`config.mk`:
```
export PLATFORM = sky130hd
export DESIGN_NAME = pds_serializer
export DESIGN_NICKNAME = d
export VERILOG_FILES = /design/src/rtl/pds_pkg.sv /design/src/rtl/pds_tick_gen.sv /design/src/rtl/pds_slot_ctrl.sv /design/src/rtl/pds_serializer.sv
export SDC_FILE = /design/constraint.sdc
export NUM_CORES = 1
export LEC_CHECK = 0
export ABC_CLOCK_PERIOD_IN_PS = 3300
export BUFFER_PORTS_ARGS = -buffer_cell sky130_fd_sc_hd__buf_2
export CAP_MARGIN = 30
export CORE_ASPECT_RATIO = 0.6
export CORE_MARGIN = 2
export CORE_UTILIZATION = 45
export CTS_CLUSTER_DIAMETER = 50
export DETAILED_ROUTE_END_ITERATION = 12
export PLACE_DENSITY_LB_ADDON = 0.1
export SLEW_MARGIN = 20
export SYNTH_ARGS = -nofsm -noshare
export SYNTH_HDL_FRONTEND = slang
export SYNTH_SLANG_ARGS = --single-unit
```
`constraint.sdc`:
```
create_clock -name clk -period 3.3 [get_ports clk]
set_input_delay 0.66 -clock clk [delete_from_list [all_inputs] [get_ports clk]]
set_output_delay 0.66 -clock clk [all_outputs]
set_load 0.1 [all_outputs]
```
`src/rtl/pds_pkg.sv`:
```
package pds_pkg;

    // Serializer control states
    typedef enum logic [1:0] {
        ST_IDLE  = 2'd0,   // after reset, no word taken yet
        ST_RUN   = 2'd1,   // playing slots
        ST_STALL = 2'd2    // word exhausted, none waiting
    } pds_state_t;

endpackage

```
`src/rtl/pds_tick_gen.sv`:
```
module pds_tick_gen #(
    parameter int DIV_W = 16
) (
    input  logic             clk,
    input  logic             rst_n,
    input  logic [DIV_W-1:0] div_val,
    output logic             tick
);

    logic [DIV_W-1:0] cnt;
    logic [DIV_W-1:0] div_eff;

    assign div_eff = (div_val == '0) ? DIV_W'(1) : div_val;
    assign tick    = (cnt == '0);

    always_ff @(posedge clk) begin
        if (!rst_n) begin
            cnt <= '0;
        end else if (tick) begin
            cnt <= div_eff - 1'b1;
        end else begin
            cnt <= cnt - 1'b1;
        end
    end

    // with a divide above one, a tick is never followed directly by another
    a_r8_tick_gap: assert property (@(posedge clk) disable iff (!rst_n)
        (tick && div_eff > DIV_W'(1)) |=> !tick);

endmodule

```
`src/rtl/pds_slot_ctrl.sv`:
```
module pds_slot_ctrl
    import pds_pkg::*;
#(
    parameter int WORD_W         = 32,
    parameter int CODE_BITS      = 5,
    parameter int CODES_PER_WORD = 6
) (
    input  logic              clk,
    input  logic              rst_n,
    input  logic              tick,
    input  logic [WORD_W-1:0] word_data,
    input  logic              word_valid,
    output logic              word_ready,
    output logic              pin_out,
    output logic              underrun
);

    localparam int USED_BITS = CODE_BITS * CODES_PER_WORD;
    localparam int CNT_W     = $clog2(USED_BITS + 1);
    localparam int SLOT_W    = $clog2(CODE_BITS);
    localparam int HOLD_W    = CODE_BITS - 1;

    pds_state_t        state, state_n;
    logic [WORD_W-1:0] sreg;
    logic [CNT_W-1:0]  bits_left;
    logic [SLOT_W-1:0] slot;
    logic [HOLD_W-1:0] hold;
    logic              need_word;
    logic              take;

    // Hold preset (weight minus one) for a given slot position
    function automatic logic [HOLD_W-1:0] hold_preset(input logic [SLOT_W-1:0] s);
        int w;
        if (int'(s) < CODE_BITS - 1) begin
            w = (1 << (CODE_BITS - 2 - int'(s))) - 1;
        end else begin
            w = 0;
        end
        return w[HOLD_W-1:0];
    endfunction

    assign need_word = (state != ST_RUN) || (hold == '0 && bits_left == '0);
    assign take      = tick && need_word && word_valid;

    // Next state and outputs
    always_comb begin
        state_n    = state;
        word_ready = take;
        underrun   = (state == ST_STALL);
        unique case (state)
            ST_IDLE:  if (take) state_n = ST_RUN;
            ST_STALL: if (take) state_n = ST_RUN;
            ST_RUN:   if (tick && need_word && !word_valid) state_n = ST_STALL;
            default:  state_n = ST_IDLE;
        endcase
    end

    // State register
    always_ff @(posedge clk) begin
        if (!rst_n) state <= ST_IDLE;
        else        state <= state_n;
    end

    // Slot datapath
    always_ff @(posedge clk) begin
        if (!rst_n) begin
            pin_out   <= 1'b0;
            sreg      <= '0;
            bits_left <= '0;
            slot      <= '0;
            hold      <= '0;
        end else if (take) begin
            pin_out   <= word_data[WORD_W-1];
            sreg      <= {word_data[WORD_W-2:0], 1'b0};
            bits_left <= CNT_W'(USED_BITS - 1);
            slot      <= SLOT_W'(1);
            hold      <= hold_preset('0);
        end else if (state == ST_RUN && tick) begin
            if (hold != '0) begin
                hold <= hold - 1'b1;
            end else if (bits_left != '0) begin
                pin_out   <= sreg[WORD_W-1];
                sreg      <= {sreg[WORD_W-2:0], 1'b0};
                bits_left <= bits_left - 1'b1;
                hold      <= hold_preset(slot);
                slot      <= (slot == SLOT_W'(CODE_BITS - 1)) ? '0 : slot + 1'b1;
            end
        end
    end

    // a word is only taken when offered
    a_r4_ready_has_valid: assert property (@(posedge clk) disable iff (!rst_n)
        word_ready |-> word_valid);

    // acceptance happens only on a slot tick
    a_r4_ready_on_tick: assert property (@(posedge clk) disable iff (!rst_n)
        word_ready |-> tick);

    // pin frozen while stalled
    a_r7_pin_held_stall: assert property (@(posedge clk) disable iff (!rst_n)
        underrun |-> $stable(pin_out));

endmodule

```
`src/rtl/pds_serializer.sv`:
```
module pds_serializer #(
    parameter int WORD_W         = 32,
    parameter int CODE_BITS      = 5,
    parameter int CODES_PER_WORD = 6,
    parameter int DIV_W          = 16
) (
    input  logic              clk,
    input  logic              rst_n,
    input  logic [DIV_W-1:0]  div_val,
    input  logic [WORD_W-1:0] word_data,
    input  logic              word_valid,
    output logic              word_ready,
    output logic              pin_out,
    output logic              underrun
);

    logic tick;

    pds_tick_gen #(
        .DIV_W(DIV_W)
    ) u_tick (
        .clk    (clk),
        .rst_n  (rst_n),
        .div_val(div_val),
        .tick   (tick)
    );

    pds_slot_ctrl #(
        .WORD_W        (WORD_W),
        .CODE_BITS     (CODE_BITS),
        .CODES_PER_WORD(CODES_PER_WORD)
    ) u_ctrl (
        .clk       (clk),
        .rst_n     (rst_n),
        .tick      (tick),
        .word_data (word_data),
        .word_valid(word_valid),
        .word_ready(word_ready),
        .pin_out   (pin_out),
        .underrun  (underrun)
    );

    // pin moves only after a ticked cycle
    a_r6_pin_on_tick: assert property (@(posedge clk) disable iff (!rst_n)
        (pin_out != $past(pin_out)) |-> $past(tick));

    // outputs cleared after any reset cycle
    logic rst_was_low;
    always_ff @(posedge clk) rst_was_low <= !rst_n;

    always @(negedge clk) begin
        if (rst_was_low) begin
            a_r9_reset_clears: assert (!pin_out && !underrun);
        end
    end

endmodule

```
==> results of run 1 <==
==> power by group <==
group          leakage, nW  switching [mW]  internal, mW
logic                0.765           0.992         0.623
registers            0.504           0.154         0.956
clock network        0.166           0.320         0.721
==> metrics by stage <==
stage          cells  util (%)  total power, mW  hold WS (ns)  setup WS, ns
2_1_floorplan    408         -            2.344        0.4481        0.5030
3_3_place_gp     530     52.36            2.670        0.4577        0.7121
3_5_place_dp     530     52.36            2.709        0.4636        0.6431
4_1_cts          546     57.27            3.761        0.4708        0.4210
5_1_grt          546     57.27            4.023        0.4924        0.2712
6_report         546     57.27            3.767        0.4679        0.4175
==> metal layers <==
layer  vias up  part of all wire, %
met5         -                    0
met4         0                 0.86
met1      1425                   52
li1       1587                    -
met2        79                   40
met3         8                  7.1
==> area by class of cell <==
cell class              count  area (um^2)
clock buffers              13        270.3
fillers                   635         2914
repair buffers             62        347.8
clock inverters             3        65.06
well taps                  87        108.9
multi-input cells         311         1843
inverters                   8        30.03
flip-flops and latches     62         1241
==> worst reg2reg max path, cell delays in order (launching register included) <==
cell and delay, ns:
dfxtp_1 0.32, or3_1 0.49, or4_1 0.52, nor2_1 0.35, a21oi_1 0.15, ha_1 0.31, o211ai_2 0.17, o31a_1 0.18
nor3_1 0.05
==> cells in the final DEF, fill, tap and decap left out, types with 3 or more instances in the layout <==
| cell type | n |
|---|---|
| mux2i_1 | 6 |
| nor2b_1 | 3 |
| or3_1 | 7 |
| ha_1 | 7 |
| nor4_1 | 8 |
| inv_1 | 8 |
| xor2_1 | 4 |
| a31oi_1 | 42 |
| or2_2 | 5 |
| nand4_1 | 8 |
| buf_2 | 52 |
| nand2_1 | 77 |
| a31o_2 | 4 |
| and3_1 | 4 |
| nand4b_1 | 3 |
| a21oi_1 | 17 |
| nand3_1 | 5 |
| nor3_1 | 13 |
| a211oi_1 | 4 |
| nor3b_1 | 3 |
| o21ai_0 | 42 |
| dfxtp_1 | 62 |
| clkbuf_16 | 9 |
| nor2_1 | 12 |
| buf_4 | 9 |
| o31a_1 | 3 |
| and2_1 | 5 |
| clkbuf_8 | 3 |
==> state kept, by name, indices dropped and copies added, names as in the netlist <==
register,cells
u_ctrl.slot,3
u_ctrl.hold,4
u_ctrl.state,2
u_ctrl.pin_out,1
u_ctrl.bits_left,5
u_tick.cnt,16
u_ctrl.sreg,31
==> synth_stat cells (2+ instances only) <==
cell type / number
o31a_1: 3
xnor2_1: 2
nand3_1: 5
or4_1: 2
nand3b_1: 2
mux2i_1: 6
nand4_1: 8
clkbuf_1: 18
mux2_4: 2
and2_1: 5
or3_1: 7
nand2b_1: 2
o21ai_0: 42
o211ai_2: 2
nor4_1: 8
nor3_1: 13
nand4b_1: 3
o21a_1: 2
nor2b_1: 3
a31oi_1: 42
a31o_2: 4
or2_2: 5
a211oi_1: 4
a21oi_1: 17
dfxtp_1: 62
a21boi_0: 2
ha_1: 7
inv_1: 8
nor2_1: 12
buf_4: 2
nand2_1: 77
xor2_1: 4
buf_2: 7
and3_1: 4
nor3b_1: 3
==> worst min-delay path by stage <==
| stage | startpoint | to | slack (ns) | depth (start not counted) |
|---|---|---|---|---|
| CTS | u_ctrl.sreg[23] | u_ctrl.sreg[24] | 0.47 | 2 |
| global route | u_ctrl.sreg[28] | u_ctrl.sreg[29] | 0.49 | 2 |
| detailed placement | u_ctrl.sreg[23] | u_ctrl.sreg[23] | 0.46 | 2 |
| global placement | u_ctrl.pin_out | u_ctrl.pin_out | 0.46 | 2 |
| finish | u_ctrl.sreg[23] | u_ctrl.sreg[24] | 0.47 | 2 |
| floorplan | u_ctrl.sreg[1] | u_ctrl.sreg[1] | 0.45 | 2 |
==> cells by family (layout without fill, tap and decap cells) <==
family,Yosys count,in the layout,share of synthesized area [%]
flip-flops,62,62,38.40
adder cells (fa/ha/maj),7,7,2.710
AO/OA/AOI/OAI,126,126,24.20
AND/OR/NAND/NOR,164,164,25.71
buffers and inverters,35,86,4.568
XOR/XNOR,6,6,1.626
multiplexers,8,8,2.788
==> run metrics, run 1 <==
outcome=complete, no violations; Worst path max stage delay=0.49 ns; pwr dens=964.3 nW/um^2; Syn Area/Cell=7.921 um^2; Worst slew margin=57.90%; Setup violations, final=0; DRC=0; crit path max fanout=26; Crit path depth=6; post-route ant nets=0; post-CTS resize count=0; synth unique cells=48; Crit path arrival time=2.22 ns; Clock Skew=0.004590 ns; setup_tns=0 ns; maximum vdd drop=0.0004307 V; Initial DRT Pass Iterations=4; f_max=346.9 MHz; Final Net Count=512; hold_buf cts=0; Worst R2R End=u_tick.cnt[12]; Post-synth EDFFs=0; met2 Use GR=29.87%; CTS Buffer Depth=2; Crit. End Element=primary output; CP delay by family, top=simple AND/OR/NAND/NOR gates; share of layout cells above drive strength 1=20.92%; final slew viol count=0; maxcap violations=0; Horiz. Die Dim=113.4 um; initial antenna violation count=0; DP HPWL=5.475 mm; Period minus WS final=2.882 ns; grt met1 use=31.47%; crit share post-route=87.35%; Die Area=7898 um^2; vias in the first global route=2817; fin area=3906 um^2; CP Capture Point=word_ready; CP Launch Point=u_tick.cnt[9]; Yosys reg bits=62; Buf/Inv on CP=3; met3 usage=7.168%; total congestion overflow=0; Hold Path Class=flop to flop; Clock transition at path regs=0.05 ns; Crit Path Category=flop to primary output; r2r setup slk=0.64 ns; worst-path cell chain=or3_1 > nor4_4 > buf_4 > nand4b_1 > inv_1 > buf_12; Async S/R FF share, synth=0%; ys flop type=dfxtp_1; routed via count=3099; TritonCTS clock tree=yes; RSZ-0062 raised after global routing=no; clk_lat worst skew=0.32 ns; Initial Util=47.39%; CTS sink count=62; GPL Wtd Cong=0.9268; Fin. Hold Viols=0; synthesized net count=466; mapped cell area=3232 um^2; total core area=6820 um^2; first-pass GRT wire length=13.72 mm; Initial DRC Count=277; mean routed wirelength per cell=14.91 um; Req. time, crit path=2.64 ns; leading post-synthesis cells by cell area=dfxtp_1, nand2_1, a31oi_1, o21ai_0, ha_1; Routed WL=8.142 mm; FP Rows=23; Post-CTS Setup Repair Bufs=0; Area Growth Syn to Fin=20.87%; Crit-path slowest cell=or3_1; worst r2r src=u_tick.cnt[9]; PortBufs=53; Worst Setup Start Kind=flop; Total GRT Usage=21.44%; GRT busiest layer=met1; reg2reg path depth=8; Mapped Cells=408; Yosys top cell area share=38.40%; Ys Warns=0; actual slew at the worst max-slew pin=0.6314 ns; P_leak=1.435 nW; sequential share of the synthesized area=38.40%; Area after DPL=3571 um^2; vias per inst=5.676; Max H-tree Level=3; CTS Buf Count=9; total inserted antenna cells=0; Die Y=69.65 um; Ports=54; Root Driver=clkbuf_16; pin count of the biggest net entering global routing=73; dominant cell type by area after synthesis=dfxtp_1
(Power assumes the default switching activity.)
==> inputs of run 2 (changes only) <==
--- a/config.mk
+++ b/config.mk
@@ -14,7 +14,9 @@
 export CTS_CLUSTER_DIAMETER = 50
 export DETAILED_ROUTE_END_ITERATION = 12
 export PLACE_DENSITY_LB_ADDON = 0.1
+export REMOVE_ABC_BUFFERS = 1
 export SLEW_MARGIN = 20
 export SYNTH_ARGS = -nofsm -noshare
 export SYNTH_HDL_FRONTEND = slang
+export SYNTH_HIERARCHICAL = 1
 export SYNTH_SLANG_ARGS = --single-unit
==> run metrics, run 2 <==
outcome=complete, no violations (unchanged); ys flop type=dfxtp_1 (unchanged); Yosys top cell area share=37.34% (was 38.40%); pin count of the biggest net entering global routing=37 (was 73); DP HPWL=6.023 mm (was 5.475 mm); commonest non-fill, non-tap cells in the layout=dfxtp_1, buf_2, nor3_1 (was nand2_1, dfxtp_1, buf_2); P_leak=1.579 nW (was 1.435 nW); dominant cell type by area after synthesis=dfxtp_1 (unchanged); mean routed wirelength per cell=16.43 um (was 14.91 um); commonest cells in the netlist=dfxtp_1, nor3_1, nand2_1 (was nand2_1, dfxtp_1, a31oi_1, o21ai_0, clkbuf_1); Worst Setup Start Kind=flop (unchanged); crit share post-route=95.47% (was 87.35%); Final WS setup=0.1494 ns (was 0.4175 ns); Setup violations, final=0 (unchanged); Post-Synth Simple-Gate Area=28.79% (was 25.71%); maxcap violations=0 (unchanged); Period minus WS final=3.151 ns (was 2.882 ns); actual slew at the worst max-slew pin=0.5962 ns (was 0.6314 ns); leading post-synthesis cells by cell area=dfxtp_1, a221o_1, nor3_1, nand2_1, a21oi_1 (was dfxtp_1, nand2_1, a31oi_1, o21ai_0, ha_1); sequential share of the synthesized area=37.34% (was 38.40%); Async S/R FF share, synth=0% (unchanged); Largest Register=u_ctrl/sreg (was u_ctrl.sreg); CTS Buffer Depth=2 (unchanged); Crit-path slowest cell=dfxtp_1 (was or3_1); FP Rows=24 (was 23); PortBufs=53 (unchanged); Yosys reg bits=62 (unchanged); main combinational cell family by area after synthesis=simple AND/OR/NAND/NOR gates (unchanged); Root Driver=clkbuf_16 (unchanged); CTS Buf Count=9 (unchanged); total inserted antenna cells=0 (unchanged); mux cell area share after synthesis=0.3011% (was 2.787%); reg2reg path depth=11 (was 8); Crit. End Element=primary output (unchanged); Worst slew margin=60.08% (was 57.90%); Compound-Gate Fraction of Synth Area=22.96% (was 24.20%); clk_lat worst skew=0.33 ns (was 0.32 ns); worst-path cell chain=nor4_4 > and3_1 > nand2_2 > inv_1 > nand2_1 > nor2_1 > buf_12 (was or3_1 > nor4_4 > buf_4 > nand4b_1 > inv_1 > buf_12); fin area=3954 um^2 (was 3906 um^2); hold_buf cts=0 (unchanged); Ports=54 (unchanged); Max H-tree Level=3 (unchanged); max reg flops=31 (unchanged); Initial DRC Count=303 (was 277); CTS sink count=62 (unchanged); Area after DPL=3626 um^2 (was 3571 um^2); total core area=7207 um^2 (was 6820 um^2); commonest non-fill, non-tap cell in the layout=dfxtp_1 (was nand2_1); Syn Area/Cell=8.703 um^2 (was 7.921 um^2); Initial Util=46.13% (was 47.39%); final slew viol count=0 (unchanged); Die Area=8113 um^2 (was 7898 um^2); Die Y=70.58 um (was 69.65 um); share of layout cells above drive strength 1=22.53% (was 20.92%); RSZ-0062 raised after global routing=no (unchanged); Total GRT Usage=22.31% (was 21.44%); worst r2r src=u_tick/cnt[2] (was u_tick.cnt[9]); Initial DRT Pass Iterations=5 (was 4); xor/xnor cell area share of the yosys netlist=2.898% (was 1.626%); Worst R2R End=u_tick/cnt[14] (was u_tick.cnt[12]); Synth Area in Adders=1.882% (was 2.710%); first-pass GRT wire length=14.28 mm (was 13.72 mm); DRC=0 (unchanged); vias in the first global route=2800 (was 2817); Ys Warns=6 (was 0); routed via count=3130 (was 3099); CP Capture Point=word_ready (unchanged); Horiz. Die Dim=115.0 um (was 113.4 um); Fin. Hold Viols=0 (unchanged); vias per inst=5.951 (was 5.676); total congestion overflow=0 (unchanged); GPL Wtd Cong=0.9520 (was 0.9268); Hold Path Class=flop to flop (unchanged); pwr dens=859.9 nW/um^2 (was 964.3 nW/um^2); initial antenna violation count=0 (unchanged); r2r setup slk=0.49 ns (was 0.64 ns); CP Launch Point=u_tick/cnt[6] (was u_tick.cnt[9]); Post-synth EDFFs=0 (unchanged); most frequent cell after synthesis=dfxtp_1 (was nand2_1); TritonCTS clock tree=yes (unchanged); crit path max fanout=14 (was 26); Area Growth Syn to Fin=18.93% (was 20.87%); synth unique cells=66 (was 48); Crit path arrival time=2.49 ns (was 2.22 ns); Post-CTS Setup Repair Bufs=0 (unchanged); Req. time, crit path=2.64 ns (about the same); maximum vdd drop=0.0003583 V (was 0.0004307 V); f_max=317.4 MHz (was 346.9 MHz); post-route ant nets=0 (unchanged); Worst path max stage delay=0.40 ns (was 0.49 ns); Final Net Count=487 (was 512); Post-Place Worst Slack=0.2424 ns (was 0.6431 ns); Mapped Cells=382 (was 408); Crit Path Category=flop to primary output (unchanged); mapped cell area=3324 um^2 (was 3232 um^2); Routed WL=8.640 mm (was 8.142 mm); leading registers by flop count=u_ctrl/sreg x31, u_tick/cnt x16, u_ctrl/bits_left x5 (was u_ctrl.sreg x31, u_tick.cnt x16, u_ctrl.bits_left x5); Clock Skew=0.006010 ns (was 0.004590 ns); Clock transition at path regs=0.05 ns (about the same)
-- run 2: cells by family (layout without fill, tap and decap cells) --
kind of cell	after synthesis	in the layout
and+or+nand+nor	174	174
AOI/OAI and AO/OA	97	97
DFF	62	62
buffers and inverters	32	85
xor gates and xnor gates	11	11
adders and majority gates	5	5
muxes	1	1
-- run 2: area by class of cell --
class	instances	area, um^2
Sequential cell	62	1241
Inverter	8	30.03
Clock inverter	4	70.07
Clock buffer	11	252.7
Timing Repair Buffer	62	347.8
Multi-Input combinational cell	288	1898
Fill cell	686	3253
Tap cell	91	113.9
-- run 2: worst min path at each step --
| stage | from | to | slack [ns] | cells past startpoint |
|---|---|---|---|---|
| global route | u_ctrl/sreg[1] | u_ctrl/sreg[1] | 0.50 | 1 |
| floorplan | u_ctrl/sreg[1] | u_ctrl/sreg[1] | 0.44 | 1 |
| detailed placement | u_ctrl/sreg[1] | u_ctrl/sreg[1] | 0.46 | 1 |
| finish | u_ctrl/sreg[1] | u_ctrl/sreg[1] | 0.48 | 1 |
| global placement | u_ctrl/sreg[1] | u_ctrl/sreg[1] | 0.46 | 1 |
| CTS | u_ctrl/sreg[1] | u_ctrl/sreg[1] | 0.48 | 1 |
-- run 2: worst max-delay path: cells and delay by family (launching register included) --
kind,cells,cell delay [ns]
buffers and inverters,2,0.58
and+or+nand+nor,5,1.17
DFF,1,0.40
-- run 2: per-stage QoR --
step	TNS, ns	util (%)	hold WS (ns)	instances	total power, mW
global placement	0	50.31	0.4606	511	2.354
detailed placement	0	50.31	0.4597	511	2.362
CTS	0	54.79	0.4766	526	3.392
global route	0	54.86	0.4951	526	3.631
finish	0	54.86	0.4788	526	3.400
floorplan	-0.9221	-	0.4438	358	1.993
-- run 2: timing repair --
action | CTS | global route
gates resized for setup | 0 | 1
endpoints found under the setup margin | 0 | 1
hold endpoints to repair | 0 | 0
-- run 2: power breakdown --
| part | internal, mW | total, mW | switching [mW] |
|---|---|---|---|
| sequential | 0.906 | 1.07 | 0.162 |
| clock | 0.694 | 1.01 | 0.317 |
| combinational | 0.540 | 1.32 | 0.782 |
| total | 2.14 | 3.40 | 1.26 |
-- run 2: per-layer routing --
layer	part of all wire, %	track usage (%)
met3	7.6	8.141
met5	0	0
met4	0.66	5.355
met2	36	26.60
met1	56	36.43
